<file path="config.mk">
export PLATFORM = sky130hd
export DESIGN_NAME = intc_banked
export DESIGN_NICKNAME = d
export VERILOG_FILES = /design/src/rtl/intc_pkg.sv /design/src/rtl/intc_sync.sv /design/src/rtl/intc_bank.sv /design/src/rtl/intc_banked.sv
export SDC_FILE = /design/constraint.sdc
export NUM_CORES = 1
export LEC_CHECK = 0
export BUFFER_PORTS_ARGS = -buffer_cell sky130_fd_sc_hd__buf_2
export CORE_UTILIZATION = 25
export CTS_CLUSTER_DIAMETER = 150
export DETAILED_ROUTE_END_ITERATION = 7
export GPL_TIMING_DRIVEN = 0
export SYNTH_ARGS = -nofsm -noshare
export SYNTH_HDL_FRONTEND = slang
export SYNTH_HIERARCHICAL = 1
export SYNTH_SLANG_ARGS = --single-unit
</file>
<file path="constraint.sdc">
create_clock -name clk -period 3.4 [get_ports clk]
set_clock_uncertainty 0.15 [all_clocks]
set_input_delay 0.68 -clock clk [delete_from_list [all_inputs] [get_ports clk]]
set_output_delay 0.68 -clock clk [all_outputs]
set_load 0.1 [all_outputs]
</file>
<file path="src/rtl/intc_pkg.sv">
package intc_pkg;
  localparam int SRC_W       = 32;
  localparam int BANK_STRIDE = 24;
  localparam int OFS_W       = 5;

  localparam logic [OFS_W-1:0] OFS_STATUS = 5'h00;
  localparam logic [OFS_W-1:0] OFS_ENABLE = 5'h04;
  localparam logic [OFS_W-1:0] OFS_SET    = 5'h08;
  localparam logic [OFS_W-1:0] OFS_CLEAR  = 5'h0C;
  localparam logic [OFS_W-1:0] OFS_POL    = 5'h10;
  localparam logic [OFS_W-1:0] OFS_EDGE   = 5'h14;

  typedef struct packed {
    logic enable;
    logic set;
    logic clear;
    logic pol;
    logic edge_sel;
  } bank_wr_t;
endpackage

</file>
<file path="src/rtl/intc_sync.sv">
module intc_sync #(
  parameter int WIDTH = 32
) (
  input  logic             clk,
  input  logic             rst_n,
  input  logic [WIDTH-1:0] d_i,
  output logic [WIDTH-1:0] q_o
);
  logic [WIDTH-1:0] stage1_q;
  logic [WIDTH-1:0] stage2_q;

  always_ff @(posedge clk or negedge rst_n) begin
    if (!rst_n) begin
      stage1_q <= '0;
      stage2_q <= '0;
    end else begin
      stage1_q <= d_i;
      stage2_q <= stage1_q;
    end
  end

  assign q_o = stage2_q;
endmodule

</file>
<file path="src/rtl/intc_bank.sv">
module intc_bank
  import intc_pkg::*;
(
  input  logic             clk,
  input  logic             rst_n,
  input  logic [SRC_W-1:0] src_i,
  input  bank_wr_t         wr_i,
  input  logic [SRC_W-1:0] wdata_i,
  input  logic [OFS_W-1:0] rd_off_i,
  output logic [SRC_W-1:0] rd_data_o,
  output logic [SRC_W-1:0] status_o,
  output logic [SRC_W-1:0] enable_o,
  output logic [SRC_W-1:0] edge_o,
  output logic             irq_o
);
  logic [SRC_W-1:0] sync_w;
  logic [SRC_W-1:0] prev_q;
  logic [SRC_W-1:0] status_q, status_d;
  logic [SRC_W-1:0] enable_q, enable_d;
  logic [SRC_W-1:0] pol_q,    pol_d;
  logic [SRC_W-1:0] edge_q,   edge_d;
  logic [SRC_W-1:0] level_act;
  logic [SRC_W-1:0] edge_evt;
  logic [SRC_W-1:0] set_bits;
  logic [SRC_W-1:0] clr_bits;

  intc_sync #(.WIDTH(SRC_W)) u_sync (
    .clk   (clk),
    .rst_n (rst_n),
    .d_i   (src_i),
    .q_o   (sync_w)
  );

  always_comb begin
    set_bits  = wr_i.set   ? wdata_i : '0;
    clr_bits  = wr_i.clear ? wdata_i : '0;
    level_act = ~(sync_w ^ pol_q);
    edge_evt  = (pol_q & sync_w & ~prev_q) | (~pol_q & ~sync_w & prev_q);
    for (int i = 0; i < SRC_W; i++) begin
      if (edge_q[i]) begin
        status_d[i] = (status_q[i] & ~clr_bits[i]) | edge_evt[i] | set_bits[i];
      end else begin
        status_d[i] = level_act[i] | set_bits[i];
      end
    end
    enable_d = wr_i.enable   ? wdata_i : enable_q;
    pol_d    = wr_i.pol      ? wdata_i : pol_q;
    edge_d   = wr_i.edge_sel ? wdata_i : edge_q;
  end

  always_ff @(posedge clk or negedge rst_n) begin
    if (!rst_n) begin
      prev_q   <= '0;
      status_q <= '0;
      enable_q <= '0;
      pol_q    <= '0;
      edge_q   <= '0;
    end else begin
      prev_q   <= sync_w;
      status_q <= status_d;
      enable_q <= enable_d;
      pol_q    <= pol_d;
      edge_q   <= edge_d;
    end
  end

  always_comb begin
    case (rd_off_i)
      OFS_STATUS: rd_data_o = status_q;
      OFS_ENABLE: rd_data_o = enable_q;
      OFS_POL:    rd_data_o = pol_q;
      OFS_EDGE:   rd_data_o = edge_q;
      default:    rd_data_o = '0;
    endcase
  end

  assign irq_o    = |(status_q & enable_q);
  assign status_o = status_q;
  assign enable_o = enable_q;
  assign edge_o   = edge_q;
endmodule

</file>
<file path="src/rtl/intc_banked.sv">
module intc_banked
  import intc_pkg::*;
#(
  parameter int NUM_BANKS = 2,
  parameter int ADDR_W    = 8
) (
  input  logic                       clk,
  input  logic                       rst_n,
  input  logic [NUM_BANKS*SRC_W-1:0] src_i,
  input  logic                       bus_we,
  input  logic [ADDR_W-1:0]          bus_addr,
  input  logic [SRC_W-1:0]           bus_wdata,
  output logic [SRC_W-1:0]           bus_rdata,
  output logic [NUM_BANKS-1:0]       irq_o
);
  localparam int MAP_BYTES = NUM_BANKS * BANK_STRIDE;

  initial begin
    if (MAP_BYTES > (1 << ADDR_W)) $error("address width too small for bank count");
  end

  logic [NUM_BANKS*SRC_W-1:0] status_flat;
  logic [NUM_BANKS*SRC_W-1:0] enable_flat;
  logic [NUM_BANKS*SRC_W-1:0] edge_flat;
  logic [NUM_BANKS-1:0][SRC_W-1:0] bank_rd;

  for (genvar b = 0; b < NUM_BANKS; b++) begin : g_bank
    localparam int BASE = b * BANK_STRIDE;
    logic [ADDR_W:0]    rel;
    logic               hit;
    logic [OFS_W-1:0]   off;
    bank_wr_t           wr;
    logic [SRC_W-1:0]   rd_raw;

    always_comb begin
      rel         = {1'b0, bus_addr} - (ADDR_W+1)'(BASE);
      hit         = !rel[ADDR_W] && (rel < (ADDR_W+1)'(BANK_STRIDE));
      off         = rel[OFS_W-1:0];
      wr.enable   = bus_we && hit && (off == OFS_ENABLE);
      wr.set      = bus_we && hit && (off == OFS_SET);
      wr.clear    = bus_we && hit && (off == OFS_CLEAR);
      wr.pol      = bus_we && hit && (off == OFS_POL);
      wr.edge_sel = bus_we && hit && (off == OFS_EDGE);
      bank_rd[b]  = hit ? rd_raw : '0;
    end

    intc_bank u_bank (
      .clk       (clk),
      .rst_n     (rst_n),
      .src_i     (src_i[b*SRC_W +: SRC_W]),
      .wr_i      (wr),
      .wdata_i   (bus_wdata),
      .rd_off_i  (off),
      .rd_data_o (rd_raw),
      .status_o  (status_flat[b*SRC_W +: SRC_W]),
      .enable_o  (enable_flat[b*SRC_W +: SRC_W]),
      .edge_o    (edge_flat[b*SRC_W +: SRC_W]),
      .irq_o     (irq_o[b])
    );
  end

  always_comb begin
    bus_rdata = '0;
    for (int b = 0; b < NUM_BANKS; b++) bus_rdata = bus_rdata | bank_rd[b];
  end
endmodule

</file>
# After elaboration in Yosys (flattened, before gate mapping)

Index checks and enable logic that the tools add are counted.

Bitwise gates (word level): 343
Add/sub/neg operators: 1
Magnitude comparators: 2
Muxes and demuxes: 72
Equal/unequal tests: 10
Reductions and logical operators: 18

Operator list:

| operator                                                              | number |
|---|---|
| 32-bit AND                                                            | 10 |
| 32-bit NOT                                                            | 8 |
| 32-bit one-hot mux with 4 select lines                                | 2 |
| 32-bit two-way mux                                                    | 6 |
| 1-bit bitwise OR                                                      | 192 |
| 32-bit bitwise OR                                                     | 3 |
| 1-bit AND                                                             | 64 |
| 1-bit two-way mux                                                     | 64 |
| 1-bit NOT                                                             | 64 |
| 32-bit OR reduction                                                   | 2 |
| 32-bit bitwise XOR                                                    | 2 |
| 5-bit by 4-bit equality test with 1-bit output, second input constant | 4 |
| 5-bit equality test, second input constant                            | 4 |
| 1-bit logical AND                                                     | 13 |
| 5-bit by 3-bit equality test with 1-bit output, second input constant | 2 |
| 5-bit zero test                                                       | 2 |
| 9-bit by 5-bit < comparator with 1-bit output, second input constant  | 1 |
| 8-bit by 5-bit subtractor with 9-bit output, second input constant    | 1 |
| 8-bit by 5-bit < comparator with 1-bit output, second input constant  | 1 |
| 1-bit zero test                                                       | 1 |

Register bits after elaboration: 448
Output and inout bits: 34

# Logic depth before layout (Yosys ltp)

Depth in word-level cells: 11
Depth in mapped cells: 9

# Hierarchy

Netlist, hierarchy kept.

By module, submodules not included:

| module      | times used | area an instance (sq um) | sequential area each (sq um) | cells each |
|---|---|---|---|---|
| intc_bank   | 2          | 8373.0                   | 4003.8                       | 808 |
| intc_sync   | 2          | 1601.5                   | 1601.5                       | 64 |
| intc_banked | 1          | 581.8                    | 0.0                          | 74 |

# Worst setup path after synthesis

OpenSTA, ideal clock, no wires.

Kind: input port to output port
Start: input bus_addr[3]
End: output bus_rdata[0]
Data required time: 2570 ps
Stages: 9
Setup slack: -140 ps
Data arrival time: 2710 ps
Cells stage by stage: inv_1 -> ha_1 -> inv_1 -> nor2b_1 -> buf_2 -> clkbuf_1 -> nand3_1 -> nand4_1 -> a32o_1

Longest elaborated chain between the ends: 5
Elaborated cells between the ends (all ways): 18
Those cells by class: 1 x add/sub; 2 x order compare; 6 x eq/ne; 4 x mux; 1 x bitwise; 4 x reduce/logical

RTL lines:

| element                                           | line              | text |
|---|---|---|
| from (decl)                                       | intc_banked.sv:11 | `input logic [ADDR_W-1:0] bus_addr,` |
| 8-bit by 5-bit subtractor with 9-bit output *     | intc_banked.sv:36 | `rel = {1'b0, bus_addr} - (ADDR_W+1)'(BASE);` |
| named net g_bank[1].rel[4]                        | intc_banked.sv:29 | `logic [ADDR_W:0] rel;` |
| 5-bit equality test, or another cell as far along | intc_bank.sv:68   | `case (rd_off_i)` |
| 32-bit one-hot mux with 4 select lines *          | intc_bank.sv:68   |  |
| named net g_bank[1].rd_raw[0]                     | intc_banked.sv:33 | `logic [SRC_W-1:0] rd_raw;` |
| 32-bit two-way mux *                              | intc_banked.sv:44 | `bank_rd[b] = hit ? rd_raw : '0;` |
| 32-bit bitwise OR *                               | intc_banked.sv:64 | `for (int b = 0; b < NUM_BANKS; b++) bus_rdata = bus_rdata \| bank_rd[b];` |
| to (decl)                                         | intc_banked.sv:13 | `output logic [SRC_W-1:0] bus_rdata,` |

The timed path passes the listed nets; every way through them passes the cells marked *.

# Final worst setup path

Start: register g_bank[1].u_bank.status_q[6]
End: output irq_o[1]

Longest elaborated chain between the ends: 2

RTL lines:

| element                | line              | text |
|---|---|---|
| from (decl)            | intc_bank.sv:18   | `logic [SRC_W-1:0] status_q, status_d;` |
| from (signal assigned) | intc_bank.sv:60   | `status_q <= status_d;` |
| 32-bit AND             | intc_bank.sv:77   | `assign irq_o = \|(status_q & enable_q);` |
| 32-bit OR reduction    | intc_bank.sv:77   |  |
| to (decl)              | intc_banked.sv:14 | `output logic [NUM_BANKS-1:0] irq_o` |

Every way passes these cells.

==> flow_summary.json <==
{
  "status": "finished clean",
  "h-tree-depth": 2,
  "crit_fanout": 3,
  "numCtsBuffers": 48,
  "cp-end-kind": "primary output",
  "synth_common_cells": "dfrtp_1, nand3_1, ha_1, inv_1, nand2_1",
  "crit_arrival_ps": 2540,
  "nets": 2260,
  "cts_sinks": 448,
  "synth_cells": 1818,
  "gp_congestion": 0.9308,
  "final_hold_viol_count": 0,
  "area_growth_pct": 21.21,
  "yosys.cell_types.count": 34,
  "power_density_nw_per_um2": 506.1,
  "r2r_cells": 4,
  "synth_edf_count": 0,
  "drt.antenna.violating_nets": 0,
  "register_area_sq_um": 11210,
  "grt_pass1_wl_um": 100100,
  "dp_hpwl_um": 49080,
  "die_h_um": 288.6,
  "min_from": "src_i[63]",
  "design.portCount": 141,
  "post-route-min-period_ps": 3374,
  "async_flop_share": 1.000,
  "synth_fp_nets": 2055,
  "worstHoldPathCells": 1,
  "ys_seq_elements": 448,
  "multiInputGateArea_sq_um": 8474,
  "ys_warn_count": 6,
  "clock_latency_ps": 600,
  "num_rows": 104,
  "worstPathRequired_ps": 2570,
  "final_util": 0.3075,
  "finalCritPeriodShare": 0.9924,
  "synthTopCellsByArea": "dfrtp_1, ha_1, nand3_1",
  "clk_path_buf_depth": 3,
  "drt_iter0_markers": 1517,
  "synth_top_area_cell": "dfrtp_1",
  "stdcell_count": 3122,
  "rsz0062_at_grt": "yes",
  "startpoint_type": "register",
  "num_vias": 15680,
  "fillers": 8324,
  "p_leak_uw": 0.01169,
  "dieWidth_um": 288.6,
  "first_pass_iters": 5,
  "syn_area_sq_um": 20530,
  "drt-wirelength-per-cell_um": 21.55,
  "grt_pass1_vias": 15090,
  "port_buffers": 140,
  "vias_per_cell": 5.022,
  "synth_most_common_cell": "dfrtp_1",
  "synthFlopType": "dfrtp_1",
  "peakVddDrop_v": 0.0003314,
  "antenna_found_initial": 14,
  "synth_top_area_share": 0.5460,
  "fp.coreArea_sq_um": 80940,
  "start_util": 0.2537,
  "critPathKind": "register to primary output",
  "clk_pin_slew_ps": 60,
  "grt_max_degree": 113,
  "cts_tree": "built",
  "drive_gt1_frac": 0.1902,
  "tightest_slew_ps": 826.2,
  "ys_seq_area_frac": 0.5460,
  "dp_cells": 3022,
  "synth.avg_cell_area_sq_um": 11.29,
  "finalSetupViolations": 0,
  "die_area_sq_um": 83270,
  "cap_violations": 0,
  "power.total_uw": 12600,
  "slew_viol_final": 0,
  "rrSetupSlack_ps": 1770,
  "drt-total-wl_um": 67290,
  "hold_path_end": "g_bank[1].u_bank/u_sync/stage1_q[31]$_DFF_PN0_",
  "grtUsageTotal": 0.1615,
  "hold_path_class": "input port to register",
  "root_buffer": "clkbuf_16",
  "overflow": 0,
  "fmax_ghz": 0.2964,
  "max_slew_margin": 0.4492,
  "reg2reg_to": "g_bank[1].u_bank/status_o[2]$_DFF_PN0_",
  "r2r-start": "g_bank[1].u_bank/u_sync/q_o[2]$_DFF_PN0_",
  "drc": 0
}
## worst max-delay path: stages, from the launching register on
cell and delay, ps:
dfrtp_1 470, a22oi_2 350, nand4_1 290, or4_4 530
clkbuf_4 310
## metal layers
metal / global-route usage / part of all wire / vias to the layer above
li1: - / - / 6995
met1: 0.2286 / 0.44 / 7858
met2: 0.2317 / 0.42 / 692
met3: 0.05750 / 0.11 / 114
met4: 0.04092 / 0.022 / 20
met5: 0 / 0.0018 / -
## worst max-delay path by stage
stage | startpoint | end | slack (ps) | cells after the start
after floorplan | bus_addr[3] | bus_rdata[0] | 140 | 9
after global placement | rst_n | g_bank[0].u_bank/u_sync/stage1_q[27]$_DFF_PN0_ | -7900 | 1
after detailed placement | bus_addr[3] | bus_rdata[13] | -840 | 10
after CTS | bus_addr[4] | bus_rdata[22] | 1 | 7
after global routing | bus_addr[3] | bus_rdata[31] | 0.3 | 11
final | g_bank[1].u_bank/status_o[6]$_DFF_PN0_ | irq_o[1] | 30 | 4
## cells by family after synthesis
group                      after synthesis  share of synthesized area
AOI/OAI and AO/OA                      261                     0.1072
adders and majority gates              130                    0.07922
buffers and inverters                  233                    0.04668
DFF                                    448                     0.5460
muxes                                  128                    0.07021
and+or+nand+nor                        618                     0.1506
## timing repair
action,4_1_cts,5_1_grt
hold endpoints to repair,43,0
setup buffers,3,6
pin swaps,8,12
gates resized for setup,140,56
setup endpoints to repair,34,35
gates cloned,0,1
hold buffers,1,0
## state kept, by name, indices dropped and copies added, names as in the netlist
| name | cells |
|---|---|
| g_bank.u_bank/enable_o | 64 |
| g_bank.u_bank/edge_o | 64 |
| g_bank.u_bank/status_o | 64 |
| g_bank.u_bank/prev_q | 64 |
| g_bank.u_bank/u_sync/stage1_q | 64 |
| g_bank.u_bank/pol_q | 64 |
| g_bank.u_bank/u_sync/q_o | 64 |
## per-stage QoR
step	cell area, sq um	hold slack, ps	worst slack [ps]	setup TNS (ps)
CTS	24710	4.905	0.9797	0
detailed placement	22720	184.7	-841.8	-70590
finish	24890	36.53	26.00	0
global placement	22600	184.1	-7904	-3575080
global route	24880	21.40	0.2898	0
floorplan	20580	181.2	137.8	0
## layout by cell type (no fill, tap or decap), types with 2 or more instances in the layout
cell and count:
a221o_1 128, a22oi_1 31, a22oi_2 2, a32o_2 32, buf_1 4, buf_12 13
buf_16 4, buf_2 131, buf_4 9, buf_6 31, buf_8 7, clkbuf_1 30
clkbuf_16 49, clkbuf_2 30, clkbuf_4 8, clkbuf_8 10, clkinv_2 17, dfrtp_1 448
ha_1 128, ha_4 2, inv_1 128, mux2_1 96, mux2_2 32, nand2_1 129
nand3_1 260, nand4_1 72, nor2_1 70, nor2b_1 66, nor3_1 2, nor3_4 3
nor3b_1 2, nor4b_1 3, o21ai_0 60, o21ai_1 4
## where the power goes
part | leakage, uW | switching [uW] | internal, uW
Sequential | 0.00534 | 393 | 5700
Clock | 0.000768 | 2210 | 2930
Combinational | 0.00558 | 819 | 542
## cell type report
| cell class | instances | share of cell area |
|---|---|---|
| Sequential cell | 448 | 0.4505 |
| Multi-Input combinational cell | 1137 | 0.3405 |
| Clock buffer | 69 | 0.05631 |
| Tap cell | 1060 | 0.05329 |
| Timing Repair Buffer | 155 | 0.04992 |
| Buffer | 103 | 0.02474 |
| Inverter | 130 | 0.01971 |
| Clock inverter | 19 | 0.004927 |
| Antenna cell | 1 | 0.0001006 |
Note: power is estimated with default switching activity, not from simulation.
